--- config.mk ---
export PLATFORM = sky130hd
export DESIGN_NAME = otg_irq_shadow
export DESIGN_NICKNAME = d
export VERILOG_FILES = /design/src/rtl/irqagg_pkg.sv /design/src/rtl/irqagg_pend_bank.sv /design/src/rtl/irqagg_ena_bank.sv /design/src/rtl/irqagg_arm_ctrl.sv /design/src/rtl/otg_irq_shadow.sv
export SDC_FILE = /design/constraint.sdc
export NUM_CORES = 1
export LEC_CHECK = 0
export ABC_AREA = 1
export BUFFER_PORTS_ARGS = -buffer_cell sky130_fd_sc_hd__buf_2
export CELL_PAD_IN_SITES_DETAIL_PLACEMENT = 0
export CELL_PAD_IN_SITES_GLOBAL_PLACEMENT = 1
export CORE_MARGIN = 2
export CORE_UTILIZATION = 36
export CTS_BUF_LIST = sky130_fd_sc_hd__clkbuf_8
export CTS_CLUSTER_DIAMETER = 30
export DETAILED_ROUTE_END_ITERATION = 8
export GPL_TIMING_DRIVEN = 0
export PLACE_DENSITY = 0.9
export SLEW_MARGIN = 15
export SYNTH_ARGS = -nofsm -noshare
export SYNTH_HDL_FRONTEND = slang
export SYNTH_SLANG_ARGS = --single-unit
--- constraint.sdc ---
create_clock -name clk -period 1.41 [get_ports clk]
set_input_delay 0.0705 -clock clk [delete_from_list [all_inputs] [get_ports clk]]
set_output_delay 0.0705 -clock clk [all_outputs]
set_load 0.02 [all_outputs]
--- src/rtl/irqagg_pkg.sv ---
package irqagg_pkg;

   localparam int DATA_W = 32;
   localparam int ADDR_W = 8;

   localparam logic [ADDR_W-1:0] OFF_IDENT    = 8'h00;
   localparam logic [ADDR_W-1:0] OFF_CTRL     = 8'h04;
   localparam logic [ADDR_W-1:0] OFF_PEND     = 8'h20;
   localparam logic [ADDR_W-1:0] OFF_PEND_SET = 8'h24;
   localparam logic [ADDR_W-1:0] OFF_PEND_CLR = 8'h28;
   localparam logic [ADDR_W-1:0] OFF_ENA      = 8'h2C;
   localparam logic [ADDR_W-1:0] OFF_ENA_SET  = 8'h30;
   localparam logic [ADDR_W-1:0] OFF_ENA_CLR  = 8'h34;
   localparam logic [ADDR_W-1:0] OFF_VIEW     = 8'h38;
   localparam logic [ADDR_W-1:0] OFF_ACK      = 8'h3C;

   typedef struct packed {
      logic pend_set;
      logic pend_clr;
      logic ena_set;
      logic ena_clr;
      logic ack;
      logic sreset;
   } wr_strobe_t;

   // Ones at bits lsb .. lsb+n-1 of a data word.
   function automatic logic [DATA_W-1:0] span(input int lsb, input int n);
      logic [DATA_W-1:0] m;
      m = '0;
      for (int i = 0; i < DATA_W; i++) begin
         if (i >= lsb && i < lsb + n) m[i] = 1'b1;
      end
      return m;
   endfunction

endpackage

--- src/rtl/irqagg_pend_bank.sv ---
module irqagg_pend_bank
   import irqagg_pkg::*;
#(
   parameter int                W    = DATA_W,
   parameter logic [DATA_W-1:0] IMPL = '1
) (
   input  logic         clk,
   input  logic         rst_n,
   input  logic         sreset,
   input  logic [W-1:0] hw_set,
   input  logic         sw_set,
   input  logic         sw_clr,
   input  logic [W-1:0] wdata,
   output logic [W-1:0] pend_q
);

   generate
      if (W > DATA_W) begin : g_bad_w
         $error("irqagg_pend_bank: W exceeds the data width");
      end
   endgenerate

   for (genvar i = 0; i < W; i++) begin : g_bit
      if (IMPL[i]) begin : g_flop
         logic nxt;
         always_comb begin
            nxt = pend_q[i];
            if (sw_clr && wdata[i]) nxt = 1'b0;
            if (sw_set && wdata[i]) nxt = 1'b1;
            if (hw_set[i])          nxt = 1'b1;
            if (sreset)             nxt = 1'b0;
         end
         always_ff @(posedge clk or negedge rst_n) begin
            if (!rst_n) pend_q[i] <= 1'b0;
            else        pend_q[i] <= nxt;
         end
      end else begin : g_rsvd
         assign pend_q[i] = 1'b0;
      end
   end


   property p_hw_wins;
      @(posedge clk) disable iff (!rst_n)
         (|(hw_set & IMPL[W-1:0]) && !sreset) |=>
            ((pend_q & $past(hw_set & IMPL[W-1:0])) == $past(hw_set & IMPL[W-1:0]));
   endproperty
   hw_set_wins_chk: assert property (p_hw_wins);


   property p_sw_clr;
      @(posedge clk) disable iff (!rst_n)
         (sw_clr && hw_set == '0 && !sreset) |=> ((pend_q & $past(wdata)) == '0);
   endproperty
   sw_clear_chk: assert property (p_sw_clr);

endmodule

--- src/rtl/irqagg_ena_bank.sv ---
module irqagg_ena_bank
   import irqagg_pkg::*;
#(
   parameter int                W    = DATA_W,
   parameter logic [DATA_W-1:0] IMPL = '1
) (
   input  logic         clk,
   input  logic         rst_n,
   input  logic         sreset,
   input  logic         set_we,
   input  logic         clr_we,
   input  logic [W-1:0] wdata,
   output logic [W-1:0] ena_q
);

   localparam logic [W-1:0] KEEP = IMPL[W-1:0];

   logic [W-1:0] ena_d;

   always_comb begin
      ena_d = ena_q;
      if (clr_we) ena_d = ena_d & ~wdata;
      if (set_we) ena_d = ena_d | wdata;
      if (sreset) ena_d = '0;
      ena_d = ena_d & KEEP;
   end

   always_ff @(posedge clk or negedge rst_n) begin
      if (!rst_n) ena_q <= '0;
      else        ena_q <= ena_d;
   end


   property p_set;
      @(posedge clk) disable iff (!rst_n)
         (set_we && !sreset) |=> ((ena_q & $past(wdata & KEEP)) == $past(wdata & KEEP));
   endproperty
   ena_set_chk: assert property (p_set);


   property p_clr;
      @(posedge clk) disable iff (!rst_n)
         (clr_we && !set_we && !sreset) |=> ((ena_q & $past(wdata)) == '0);
   endproperty
   ena_clr_chk: assert property (p_clr);


   property p_hold;
      @(posedge clk) disable iff (!rst_n)
         (!set_we && !clr_we && !sreset) |=> $stable(ena_q);
   endproperty
   ena_hold_chk: assert property (p_hold);

endmodule

--- src/rtl/irqagg_arm_ctrl.sv ---
module irqagg_arm_ctrl (
   input  logic clk,
   input  logic rst_n,
   input  logic sreset,
   input  logic ack,
   input  logic pending,
   output logic irq_o
);

   logic armed_q;
   logic irq_q;

   always_ff @(posedge clk or negedge rst_n) begin
      if (!rst_n) begin
         armed_q <= 1'b1;
         irq_q   <= 1'b0;
      end else if (sreset || ack) begin
         armed_q <= 1'b1;
         irq_q   <= 1'b0;
      end else if (armed_q && pending) begin
         armed_q <= 1'b0;
         irq_q   <= 1'b1;
      end else if (!pending) begin
         irq_q   <= 1'b0;
      end
   end

   assign irq_o = irq_q;


   property p_fire;
      @(posedge clk) disable iff (!rst_n)
         (armed_q && pending && !ack && !sreset) |=> irq_o;
   endproperty
   fire_when_armed_chk: assert property (p_fire);


   property p_no_refire;
      @(posedge clk) disable iff (!rst_n)
         (!armed_q && !irq_o) |=> !irq_o;
   endproperty
   held_off_chk: assert property (p_no_refire);


   property p_ack_low;
      @(posedge clk) disable iff (!rst_n)
         ack |=> !irq_o;
   endproperty
   ack_drops_chk: assert property (p_ack_low);


   property p_idle_low;
      @(posedge clk) disable iff (!rst_n)
         !pending |=> !irq_o;
   endproperty
   idle_low_chk: assert property (p_idle_low);

endmodule

--- src/rtl/otg_irq_shadow.sv ---
module otg_irq_shadow
   import irqagg_pkg::*;
#(
   parameter int                NUM_TX   = 5,
   parameter int                NUM_RX   = 4,
   parameter int                NUM_CORE = 8,
   parameter int                TX_LSB   = 0,
   parameter int                RX_LSB   = 9,
   parameter int                CORE_LSB = 16,
   parameter logic [DATA_W-1:0] REVISION = 32'h0001_0203
) (
   input  logic                clk,
   input  logic                rst_n,
   input  logic                reg_sel,
   input  logic                reg_we,
   input  logic [ADDR_W-1:0]   reg_addr,
   input  logic [DATA_W-1:0]   reg_wdata,
   output logic [DATA_W-1:0]   reg_rdata,
   input  logic [NUM_TX-1:0]   tx_evt,
   input  logic [NUM_RX-1:0]   rx_evt,
   input  logic [NUM_CORE-1:0] core_evt,
   input  logic                vbus_drv_evt,
   output logic                irq_o
);

   localparam int VBUS_BIT = CORE_LSB + NUM_CORE;
   localparam logic [DATA_W-1:0] IMPL =
      span(TX_LSB, NUM_TX) | span(RX_LSB, NUM_RX) | span(CORE_LSB, NUM_CORE + 1);

   generate
      if (NUM_TX < 1 || NUM_RX < 1 || NUM_CORE < 1) begin : g_bad_cnt
         $error("otg_irq_shadow: every event group needs at least one line");
      end
      if (TX_LSB + NUM_TX > RX_LSB) begin : g_bad_tx
         $error("otg_irq_shadow: transmit field overlaps receive field");
      end
      if (RX_LSB + NUM_RX > CORE_LSB) begin : g_bad_rx
         $error("otg_irq_shadow: receive field overlaps core field");
      end
      if (VBUS_BIT >= DATA_W) begin : g_bad_core
         $error("otg_irq_shadow: core field exceeds the data word");
      end
      if (REVISION == '0) begin : g_bad_rev
         $error("otg_irq_shadow: identification word must be nonzero");
      end
   endgenerate

   // Register write decode
   wr_strobe_t stb;
   logic       wr;

   assign wr = reg_sel && reg_we;

   always_comb begin
      stb          = '0;
      stb.pend_set = wr && (reg_addr == OFF_PEND_SET);
      stb.pend_clr = wr && (reg_addr == OFF_PEND_CLR);
      stb.ena_set  = wr && (reg_addr == OFF_ENA_SET);
      stb.ena_clr  = wr && (reg_addr == OFF_ENA_CLR);
      stb.ack      = wr && (reg_addr == OFF_ACK);
      stb.sreset   = wr && (reg_addr == OFF_CTRL) && reg_wdata[0];
   end

   // Hardware events placed at their source positions
   logic [DATA_W-1:0] hw_vec;

   always_comb begin
      hw_vec                     = '0;
      hw_vec[TX_LSB +: NUM_TX]   = tx_evt;
      hw_vec[RX_LSB +: NUM_RX]   = rx_evt;
      hw_vec[CORE_LSB +: NUM_CORE] = core_evt;
      hw_vec[VBUS_BIT]           = vbus_drv_evt;
   end

   logic [DATA_W-1:0] pend_q;
   logic [DATA_W-1:0] ena_q;
   logic [DATA_W-1:0] view;

   irqagg_pend_bank #(
      .W    (DATA_W),
      .IMPL (IMPL)
   ) u_pend (
      .clk    (clk),
      .rst_n  (rst_n),
      .sreset (stb.sreset),
      .hw_set (hw_vec),
      .sw_set (stb.pend_set),
      .sw_clr (stb.pend_clr),
      .wdata  (reg_wdata),
      .pend_q (pend_q)
   );

   irqagg_ena_bank #(
      .W    (DATA_W),
      .IMPL (IMPL)
   ) u_ena (
      .clk    (clk),
      .rst_n  (rst_n),
      .sreset (stb.sreset),
      .set_we (stb.ena_set),
      .clr_we (stb.ena_clr),
      .wdata  (reg_wdata),
      .ena_q  (ena_q)
   );

   assign view = pend_q & ena_q;

   irqagg_arm_ctrl u_arm (
      .clk     (clk),
      .rst_n   (rst_n),
      .sreset  (stb.sreset),
      .ack     (stb.ack),
      .pending (|view),
      .irq_o   (irq_o)
   );

   // Read mux: aliases read back the register they modify
   always_comb begin
      unique case (reg_addr)
         OFF_IDENT:                          reg_rdata = REVISION;
         OFF_PEND, OFF_PEND_SET, OFF_PEND_CLR: reg_rdata = pend_q;
         OFF_ENA, OFF_ENA_SET, OFF_ENA_CLR:  reg_rdata = ena_q;
         OFF_VIEW:                           reg_rdata = view;
         default:                            reg_rdata = '0;
      endcase
   end


   property p_sreset;
      @(posedge clk) disable iff (!rst_n)
         stb.sreset |=> (pend_q == '0 && ena_q == '0 && !irq_o);
   endproperty
   soft_reset_chk: assert property (p_sreset);


   property p_direct_ignored;
      @(posedge clk) disable iff (!rst_n)
         (wr && reg_addr == OFF_PEND && hw_vec == '0) |=> $stable(pend_q);
   endproperty
   direct_write_chk: assert property (p_direct_ignored);

endmodule

## Word-level counts from Yosys, hierarchy flattened

Cells that the tools add are included.

- Reduce and logical (&&, ||, !) cells: 69
- Eq/ne operators: 10
- Multiplexer cells: 81
- Bitwise gates (word level): 4

Operators by type and width:

| kind | number |
|---|---|
| one-hot mux 25 bit (4 select lines) | 1 |
| two-way mux 1 bit | 77 |
| two-way mux 25 bit | 3 |
| nonzero test 4 bit | 18 |
| equality test 8 x 6 -> 1 bit (second input constant) | 8 |
| AND 25 bit | 2 |
| logical AND 1 bit | 45 |
| OR reduction 32 bit | 1 |
| inverter 25 bit | 1 |
| bitwise OR 25 bit | 1 |
| equality test 8 x 3 -> 1 bit (second input constant) | 1 |
| zero test 8 bit | 1 |
| OR reduction 3 bit | 2 |
| inequality test 3 bit (second input constant) | 1 |
| nonzero test 2 bit | 1 |
| logical OR 1 bit | 1 |

- Input port bits: 62
- Word-level logic and storage cells: 185
- Output and inout bits: 33
- Register bits: 38

## Longest topological paths before layout

Gate-level depths: netlist (run 1).

- Depth in word-level cells: 7
- Gate-level depth with buffers: 9
- Mapped depth without buffers: 8

## Hierarchy

A second synthesis (run 1) with hierarchy kept.

- Cell total of the unflattened synthesis: 522
- Area, all modules: 3221.8 um2

Modules (own cells, without submodules):

| module | seq. area each (um2) | cells an instance | area an instance (um2) | times used |
|---|---|---|---|---|
| otg_irq_shadow | 0.0 | 292 | 1202.4 | 1 |
| irqagg_ena_bank | 450.4 | 111 | 1006.0 | 1 |
| irqagg_pend_bank | 450.4 | 111 | 935.9 | 1 |
| irqagg_arm_ctrl | 51.3 | 8 | 77.6 | 1 |

## Worst setup path before layout (run 1)

No wires, ideal clock.

- Path type: input to output
- Start: input reg_addr[6]
- End: output reg_rdata[23]
- Cell stages on the path: 9
- Data required time: 1.340 ns
- Path slack: 0.345 ns
- Data arrival time: 0.995 ns
- Path buffers: 2
- Path through: inv_1 nand2_1 nor2_1 buf_4 nand2_1 o21ai_2 buf_6 nand2_1 nand2_1

- Cells in the longest elaborated chain, start to end: 3
- Elaborated cells between the ends (all ways): 11
- Those cells by class: eq/ne: 7; mux: 1; reduce/logical: 3

Ends and longest elaborated chain:

| what | RTL line | source |
|---|---|---|
| from (decl) | otg_irq_shadow.sv:16 | `input logic [ADDR_W-1:0] reg_addr,` |
| equality test 8 x 6 -> 1 bit | otg_irq_shadow.sv:119 | `unique case (reg_addr)` |
| OR reduction 3 bit | otg_irq_shadow.sv:119 |  |
| one-hot mux 25 bit (4 select lines) * | otg_irq_shadow.sv:119 |  |
| to (decl) | otg_irq_shadow.sv:18 | `output logic [DATA_W-1:0] reg_rdata,` |

Every way passes the cells marked *; elsewhere a longest branch is shown, timed or not.

## Final worst setup path (run 1)

- Start: input reg_addr[0]
- End: output reg_rdata[16]

Same word-level chain as after synthesis.

==> results of run 1 <==
==> flip-flops by register name, summed over array words and instances (netlist names) <==
name and flops:
u_ena.ena_q 18, u_arm.armed_q 1, u_arm.irq_o 1, u_pend.pend_q 18
==> kinds of logic after synthesis <==
family	count (synthesis)
flip-flops	38
other	1
AND/OR/NAND/NOR	277
AO/OA/AOI/OAI	38
buffers and inverters	79
==> cell type report <==
class / instances / area (µm²) / share of cell area, %
Buffer: 33 / 263 / 7.24
Clock buffer: 6 / 82.6 / 2.28
Clock inverter: 2 / 8.76 / 0.241
Inverter: 46 / 173 / 4.76
Multi-Input combinational cell: 329 / 1570 / 43.2
Sequential cell: 38 / 952 / 26.2
Tap cell: 102 / 128 / 3.52
Timing Repair Buffer: 78 / 453 / 12.5
==> tightest hold or removal path: stages <==
cell     delay [ns]
buf_2          0.12
nand3_1        0.07
a21oi_1        0.06
==> metrics by stage <==
stage	util, %	area, µm²	hold slack [ns]	power (mW)
floorplan	-	2910	-0.225	1.34
global placement	43.6	3370	0.256	1.50
detailed placement	43.6	3370	0.255	1.50
CTS	45.8	3540	0.0666	2.31
global route	47.0	3630	0.0718	2.41
finish	47.0	3630	0.0718	2.30
==> synth_stat cells <==
library cell / count
nand3_2: 4
nor2_1: 11
dfstp_2: 1
buf_6: 4
a21oi_1: 27
inv_1: 45
nand4_1: 4
buf_2: 7
nand2_1: 167
dfrtp_1: 37
clkinv_1: 1
a21oi_2: 10
buf_8: 1
nor3_1: 1
nor3b_1: 1
nor2_8: 1
nand3_1: 79
o21ai_2: 1
buf_4: 21
nor2_4: 5
or2_2: 1
nand2_4: 1
conb_1: 1
nand2_2: 2
==> report_power, final <==
part / switching, mW / internal (mW) / leakage (nW)
registers: 0.0151 / 1.10 / 0.432
logic: 0.239 / 0.146 / 1.55
clock network: 0.409 / 0.388 / 0.0524
total: 0.663 / 1.64 / 2.04
==> final timing paths <==
kind                            startpoint                to  cells after the start
max in group asynchronous            rst_n  u_pend.pend_q[1]                      2
min in group asynchronous            rst_n   u_ena.ena_q[22]                      2
hold reg to reg              u_arm.armed_q     u_arm.armed_q                      2
setup / recovery               reg_addr[0]     reg_rdata[16]                     10
hold / removal               reg_wdata[23]   u_ena.ena_q[23]                      3
setup reg to reg           u_ena.ena_q[20]       u_arm.irq_o                      6
==> layer usage <==
layer / routed length (µm) / vias up / share of wire [%] / GRT usage, %
met4: 44 / 0 / 0.50 / 3.06
met5: 0 / - / 0 / 0
met1: 3990 / 1438 / 45 / 29.5
met3: 585 / 6 / 6.6 / 3.14
li1: - / 1539 / - / -
met2: 4260 / 108 / 48 / 34.3
==> timing repair <==
action	in CTS	in global routing
gates cloned	1	0
hold buffers	1	0
hold endpoints to repair	37	0
pin swaps	1	3
gates resized for setup	5	13
setup endpoints to repair	12	18
setup buffers	4	6
==> flow_summary.yaml, run 1 <==
placed_design:
  dp_worst_setup_slack_ns: -0.142
  portBuffers: 66
  dp_cells: 614
  routabilityCongestion: 0.821
  hpwl_mm: 6.09
finish:
  post_route_cells_drive_above_1_share_pct: 27.6
  nets: 593
  antenna_cells: 0
  final_common_cell: "nand2_1"
  final.fill_count: 841
  mostFrequentLayoutCells: "166 x nand2_1, 78 x nand3_1, 68 x buf_2"
  stdcell_count: 634
  layout-area-overhead-vs-synth_pct: 26.9
critical_path:
  cp_num_buf_inv: 4
  slowest_delay_ns: 0.19
  required_ns: 1.34
  path_cells: "buf_2 -> nor2_4 -> inv_1 -> nor2_4 -> nand2_2 -> o21ai_4 -> buf_12 -> nand2_1 -> nand4_1 -> buf_2"
  startpoint_type: "input port"
  critPathCaptureType: "primary output"
  r2r_slack_ns: 0.25
  worst_ep_arrival_time_ns: 1.27
  slowest_stage: "nor2_4"
  worst-setup-path-type: "in -> out"
  cp_max_fo: 6
  crit_family: "buffers and inverters"
routing:
  routed_via_density: 4.88
  drt_iter0_drc: 244
  detail_route.wl_per_cell_um: 14.0
  first_pass_iters: 5
  wl_mm: 8.88
  dr_total_vias: 3091
  drc: 0
  ant_nets: 0
logic_synthesis:
  yosys.area_share.adder_pct: 0
  synth-seq-area-share_pct: 33.3
  synth_area_leaders: "dfrtp_1 32%, nand2_1 22%, nand3_1 14%, inv_1 5.9%, buf_4 5.5%"
  synth-xor-area-share_pct: 0
  synth_top_family_by_area: "simple AND/OR/NAND/NOR gates"
  synth_top_area_share_pct: 32.4
  synth-simple-area-share_pct: 43.6
  synth-compound-area-share_pct: 8.09
  synth_area_um2: 2860
  yosys.area.top_type: "dfrtp_1"
  synthMuxAreaShare_pct: 0
  syn_avg_cell_area_um2: 6.61
  synth_cells: 433
  yosysWarnings: 0
  synth_cell_types: 24
  synth.ff_latch_count: 38
clocking:
  cts-root-buf: "clkbuf_8"
  clkTransAtPathRegs_ns: 0.08
  clk_latency_ns: 0.30
  cts_sinks: 38
  htree_levels: 2
  cts_buffer_depth: 2
  numCtsBuffers: 5
  cts_tree: "yes"
timing:
  skew_ns: 0.0109
  hold_violations: 0
  tightest_slew_ns: 0.901
  drv_slew: 0
  final.period_utilization_pct: 94.8
  setup-violations-final: 0
  slew_headroom_pct: 40.0
  fin_crit_ns: 1.34
  fin_tns_setup_ns: 0
  timing.final.ws_setup_ns: 0.0734
  max_freq_ghz: 0.748
grt:
  grt_pass1_wl_mm: 14.2
  grt_overflow: 0
  grt_pass1_vias: 2800
  grt_antenna_before_repair: 0
  grt_util_all_layers_pct: 20.8
  grt_max_degree: 39
power_and_ir_drop:
  vdd_drop_max_mv: 0.277
  p_leak_nw: 2.04
  p_per_area_nw_per_um2: 634
floorplan:
  core-area_um2: 7730
  initial_core_util_pct: 37.0
  die_h_um: 93.1
  dieArea_um2: 8670
  die_x_um: 93.1
  num_rows: 32
  io_pins: 95
min_path:
  hp-class: "in -> reg"
flow_run:
  drv_cap: 0
run_status:
  status: "finished clean"
Note: power is estimated with default switching activity, not from simulation.
==> run 2: changes to the inputs <==
- RECOVER_POWER: unset -> 50
- TNS_END_PERCENT: unset -> 20
==> flow_summary.yaml, run 2 (synthesis gave the netlist of run 1 again) <==
placed_design:
  hpwl_mm: 6.09
  dpl_cell_area_um2: 3370
  portBuffers: 66
  routabilityCongestion: 0.821
  dp_cells: 614
critical_path:
  worst-setup-path-type: "in -> out"
  critPathCaptureType: "primary output"
  crit-reg2reg-launch: "u_ena.ena_q[20]"
  cp_num_buf_inv: 4
  startpoint: "reg_addr[0]"
  cp_max_fo: 5
  crit_cells: 10
  required_ns: 1.34
  worst_ep_arrival_time_ns: 1.26
  r2r_cells: 6
  slowest_delay_ns: 0.19
  startpoint_type: "input port"
  crit_family: "buffers and inverters"
  slowest_stage: "nor2_4"
  path_cells: "buf_2 -> nor2_4 -> inv_1 -> nor2_4 -> nand2_2 -> o21ai_4 -> buf_6 -> nand2_1 -> nand2_1 -> buf_2"
floorplan:
  dieArea_um2: 8670
  die_x_um: 93.1
  io_pins: 95
  die_h_um: 93.1
  initial_core_util_pct: 37.0
  num_rows: 32
  core-area_um2: 7730
clocking:
  cts_tree: "yes"
  clk_latency_ns: 0.30
  cts_buffer_depth: 2
  numCtsBuffers: 5
  clkTransAtPathRegs_ns: 0.08
  cts_sinks: 38
  cts-root-buf: "clkbuf_8"
  htree_levels: 2
finish:
  antenna_cells: 0
  final.fill_count: 837
  nets: 593
  top_regs: "u_ena.ena_q: 18 flops, u_pend.pend_q: 18 flops"
  stdcell_count: 634
  post_route_cells_drive_above_1_share_pct: 27.4
  mostFrequentLayoutCells: "166 x nand2_1, 78 x nand3_1, 59 x buf_2"
  layout-area-overhead-vs-synth_pct: 27.3
  fin_area_um2: 3640
  final_common_cell: "nand2_1"
timing:
  skew_ns: 0.00938
  slew_headroom_pct: 32.6
  fin_crit_ns: 1.33
  tightest_slew_ns: 1.01
  hold_violations: 0
  max_freq_ghz: 0.752
  setup-violations-final: 0
  final.period_utilization_pct: 94.3
  drv_slew: 0
min_path:
  worstHoldStart: "reg_wdata[23]"
  worstHoldPathCells: 3
  hp-class: "in -> reg"
routing:
  first_pass_iters: 5
  drc: 0
  ant_nets: 0
  routed_via_density: 4.86
  drt_iter0_drc: 253
  wl_mm: 8.90
  detail_route.wl_per_cell_um: 14.0
  dr_total_vias: 3080
run_status:
  status: "finished clean"
grt:
  grt_max_degree: 39
  grt_util_all_layers_pct: 20.8
  grt_pass1_vias: 2800
  grt_overflow: 0
  grt_antenna_before_repair: 0
  grt_pass1_wl_mm: 14.2
power_and_ir_drop:
  p_switching_uw: 665
  pwr-share-seq_pct: 48.6
  combPwrFrac_pct: 16.8
  internal_power_mw: 1.64
  vdd_drop_max_mv: 0.280
  p_leak_nw: 2.03
  p_per_area_nw_per_um2: 633
  p_clk_share_pct: 34.6
  p_sw_share_pct: 28.8
flow_run:
  drv_cap: 0
==> run 2: cell types whose count changed in the layout (fill, tap and decap cells not counted), sizes merged <==
cell / change
clkbuf: +3
buf: -3
==> run 2: worst paths after layout <==
path / slack [ns] / end
setup / recovery: 0.08 / reg_rdata[12]
hold / removal: 0.07 / u_ena.ena_q[23]
setup reg to reg: 0.25 / u_arm.irq_o
hold reg to reg: 0.49 / u_arm.armed_q
max in group asynchronous: 0.29 / u_pend.pend_q[1]
min in group asynchronous: 0.47 / u_ena.ena_q[22]
==> run 2: layout make-up <==
cell class	count	area (µm²)	share of cell area, %
buffer	33	263	7.21
clock inverter	2	8.76	0.240
tap	102	128	3.50
inverter	46	173	4.74
timing repair buffer	78	467	12.8
sequential	38	952	26.1
multi-input combinational	329	1570	43.1
clock buffer	6	82.6	2.27
==> run 2: power groups by stage <==
stage	logic (mW)	registers, mW	clock network (mW)
floorplan	0.203	1.14	0
global placement	0.358	1.14	0
detailed placement	0.363	1.14	0
CTS	0.372	1.12	0.815
global route	0.428	1.12	0.860
finish	0.386	1.12	0.798
==> run 2: worst register-to-register path, stage by stage, from the launching register on <==
cell and delay [ns]:
dfrtp_1 0.41, nand2_1 0.08, nand2_1 0.06, nor2_1 0.08
nand3_1 0.13, nor3b_1 0.23, nor2_1 0.06
==> run 2: per-layer routing <==
metal / global-route usage (%) / routed length, µm
met1: 29.5 / 4000
met2: 34.3 / 4250
met3: 3.14 / 603
met4: 3.06 / 44
met5: 0 / 0
==> run 2: timing repair <==
item | 4_1_cts | 5_1_grt
setup endpoints to repair | 12 | 18
gates cloned | 1 | 0
hold buffers | 1 | 0
endpoints found under the hold margin | 37 | 0
setup buffers | 4 | 6
resized for setup | 5 | 19
pin swaps | 1 | 3
==> run 2: per-stage QoR <==
stage	setup WS, ns	hold WS (ns)	total power [mW]	utilization [%]	TNS, ns
2_1_floorplan	0.345	-0.225	1.34	-	0
3_3_place_gp	-0.125	0.256	1.50	43.6	-1.01
3_5_place_dp	-0.142	0.255	1.50	43.6	-1.24
4_1_cts	0.000962	0.0666	2.31	45.8	0
5_1_grt	-0.00483	0.0718	2.41	47.1	-0.00483
6_report	0.0797	0.0722	2.30	47.1	0
==> run 3: changes to the inputs <==
- ABC_AREA: 1 -> unset
- PLACE_DENSITY: 0.9 -> 0.89
==> flow_summary.yaml, run 3 <==
run_status:
  status: "finished, violations left"
  violations: "setup timing"
logic_synthesis:
  synth_edf_count: 0
  synthArstFlopShare_pct: 100
  synth_top_area_share_pct: 37.8
  synth_cells: 292
  synth.ff_latch_count: 38
  synth-compound-area-share_pct: 24.9
  syn_avg_cell_area_um2: 8.38
  synth.most_common_cell: "nand2_1"
  synth-seq-area-share_pct: 38.9
  synth-simple-area-share_pct: 22.2
  yosys.area_share.adder_pct: 0
  synth_cell_types: 38
  ys.flop_type: "dfrtp_1"
  yosys.area.top_type: "dfrtp_1"
  synth_top_family_by_area: "compound AO/OA/AOI/OAI gates"
  synth_area_leaders: "dfrtp_1 38%, a32o_1 7.4%, nand2_1 6.4%, a221o_1 5.7%, inv_1 5.7%"
  synth_commonest_cells: "42 x nand2_1, 37 x dfrtp_1, 37 x inv_1"
  yosysWarnings: 0
  synth-xor-area-share_pct: 0
  synth_area_um2: 2450
  synthMuxAreaShare_pct: 0
floorplan:
  dieArea_um2: 7470
  die_h_um: 86.5
  num_rows: 30
  initial_core_util_pct: 36.6
  io_pins: 95
  core-area_um2: 6680
  die_x_um: 86.5
timing:
  hold-worst-slack_ns: 0.00698
  max_freq_ghz: 0.659
  fin_crit_ns: 1.52
  tightest_slew_ns: 1.02
  hold_violations: 0
  rsz0062_at_grt: "true"
  skew_ns: 0.00326
  drv_slew: 0
  final.period_utilization_pct: 108
  slew_headroom_pct: 31.9
  timing.final.ws_setup_ns: -0.106
  setup-violations-final: 18
placed_design:
  portBuffers: 66
  routabilityCongestion: 0.789
  hpwl_mm: 5.34
  dp_worst_setup_slack_ns: -0.745
grt:
  grt_util_all_layers_pct: 21.9
  grt_pass1_vias: 2622
  grt_max_degree: 39
  grt_pass1_wl_mm: 12.7
  grt_overflow: 0
  grt_antenna_before_repair: 0
critical_path:
  required_ns: 1.34
  cp_max_fo: 6
  worst_ep_arrival_time_ns: 1.45
  crit_path_frequent_cell: "buf_6"
  critPathCaptureType: "primary output"
  crit_family: "buffers and inverters"
  slowest_delay_ns: 0.35
  path_cells: "buf_6 -> buf_6 -> and3b_1 -> o211a_1 -> buf_6 -> buf_12 -> a221o_1 -> buf_2"
  cp_num_buf_inv: 5
  startpoint_type: "input port"
  slowest_stage: "a221o_1"
  worst-setup-path-type: "in -> out"
clocking:
  clk_latency_ns: 0.30
  cts-root-buf: "clkbuf_8"
  cts_tree: "yes"
  cts_sinks: 38
  htree_levels: 2
  numCtsBuffers: 5
  cts_buffer_depth: 2
  clkTransAtPathRegs_ns: 0.08
finish:
  antenna_cells: 0
  nets: 460
  final_common_cell: "nand2_1"
  final.fill_count: 625
  mostFrequentLayoutCells: "42 x nand2_1, 41 x buf_2, 38 x inv_1"
  post_route_cells_drive_above_1_share_pct: 33.8
  top_regs: "u_ena.ena_q: 18 flops, u_pend.pend_q: 18 flops"
  layout-area-overhead-vs-synth_pct: 43.5
routing:
  first_pass_iters: 5
  wl_mm: 8.11
  drt_iter0_drc: 211
  dr_total_vias: 2649
  routed_via_density: 5.53
  ant_nets: 0
  detail_route.wl_per_cell_um: 16.9
  drc: 0
flow_run:
  drv_cap: 0
power_and_ir_drop:
  power_mw: 2.29
  vdd_drop_max_mv: 0.312
  p_leak_nw: 1.63
  p_per_area_nw_per_um2: 651
min_path:
  hp-class: "in -> reg"
==> run 3: changes by cell type after synthesis, sizes merged, moves of 4 or more <==
cell / before / now
o21ai: 1 / 20
nand3: 83 / 18
o211ai: 0 / 4
inv: 45 / 37
a21oi: 37 / 4
clkbuf: 0 / 5
a221o: 0 / 14
nand2: 170 / 42
buf: 33 / 26
a32o: 0 / 18
a31oi: 0 / 18
==> run 3: kinds of logic after synthesis <==
| group | count (synthesis) |
|---|---|
| flip-flops | 38 |
| AND/OR/NAND/NOR | 104 |
| buffers and inverters | 68 |
| AO/OA/AOI/OAI | 81 |
| other | 1 |
==> run 3: final timing paths <==
check	from	cells past startpoint	endpoint	slack, ns
worst max register to register	u_pend.pend_q[17]	4	u_arm.armed_q	0.12
worst min register to register	u_arm.armed_q	2	u_arm.armed_q	0.50
min in group asynchronous	rst_n	2	u_ena.ena_q[24]	0.49
max in group asynchronous	rst_n	2	u_pend.pend_q[2]	0.29
worst max-delay path	reg_addr[3]	8	reg_rdata[2]	-0.11
worst min-delay path	core_evt[7]	3	u_pend.pend_q[23]	0.007
==> run 3: final cells by class <==
type | instances | area [µm²] | share of cell area, %
multi-input cells | 199 | 1280 | 36.4
flip-flops and latches | 38 | 952 | 27.1
plain buffers | 30 | 293 | 8.34
clock buffers | 6 | 82.6 | 2.35
repair buffers | 87 | 659 | 18.8
clock inverters | 2 | 8.76 | 0.249
well taps | 80 | 100 | 2.85
inverters | 37 | 139 | 3.95
==> run 3: per-stage QoR <==
step                util (%)  instance area [µm²]  std cells  setup TNS [ns]
finish                  52.6                 3510        479           -1.44
global route            52.6                 3510        479           -2.38
CTS                     51.6                 3450        479           -1.21
detailed placement      44.4                 2970        451          -24.13
global placement        44.4                 2970        451          -24.40
floorplan                  -                 2540        305         -0.0840
==> run 3: where the power goes <==
group,internal [mW],switching (mW)
registers,1.10,0.0125
clock network,0.388,0.405
logic,0.165,0.211
total,1.66,0.629
==> run 3: tightest hold or removal path, delay by kind of cell <==
kind	cells	cell delay, ns
buffers and inverters	2	0.13
AO/OA/AOI/OAI	1	0.06
==> run 3: metal layers <==
metal / part of all wire [%] / vias up / track usage [%]
met3: 6.0 / 9 / 4.00
met1: 43 / 1283 / 28.1
met5: 0 / - / 0
met2: 50 / 109 / 37.9
met4: 1.0 / 0 / 6.11
li1: - / 1248 / -
==> run 3: timing repair <==
item | CTS | global route
gates resized for setup | 56 | 25
endpoints found under the hold margin | 37 | 0
cloned | 2 | 0
hold buffers | 1 | 0
pin swaps | 19 | 5
endpoints found under the setup margin | 47 | 47
setup buffers | 18 | 0
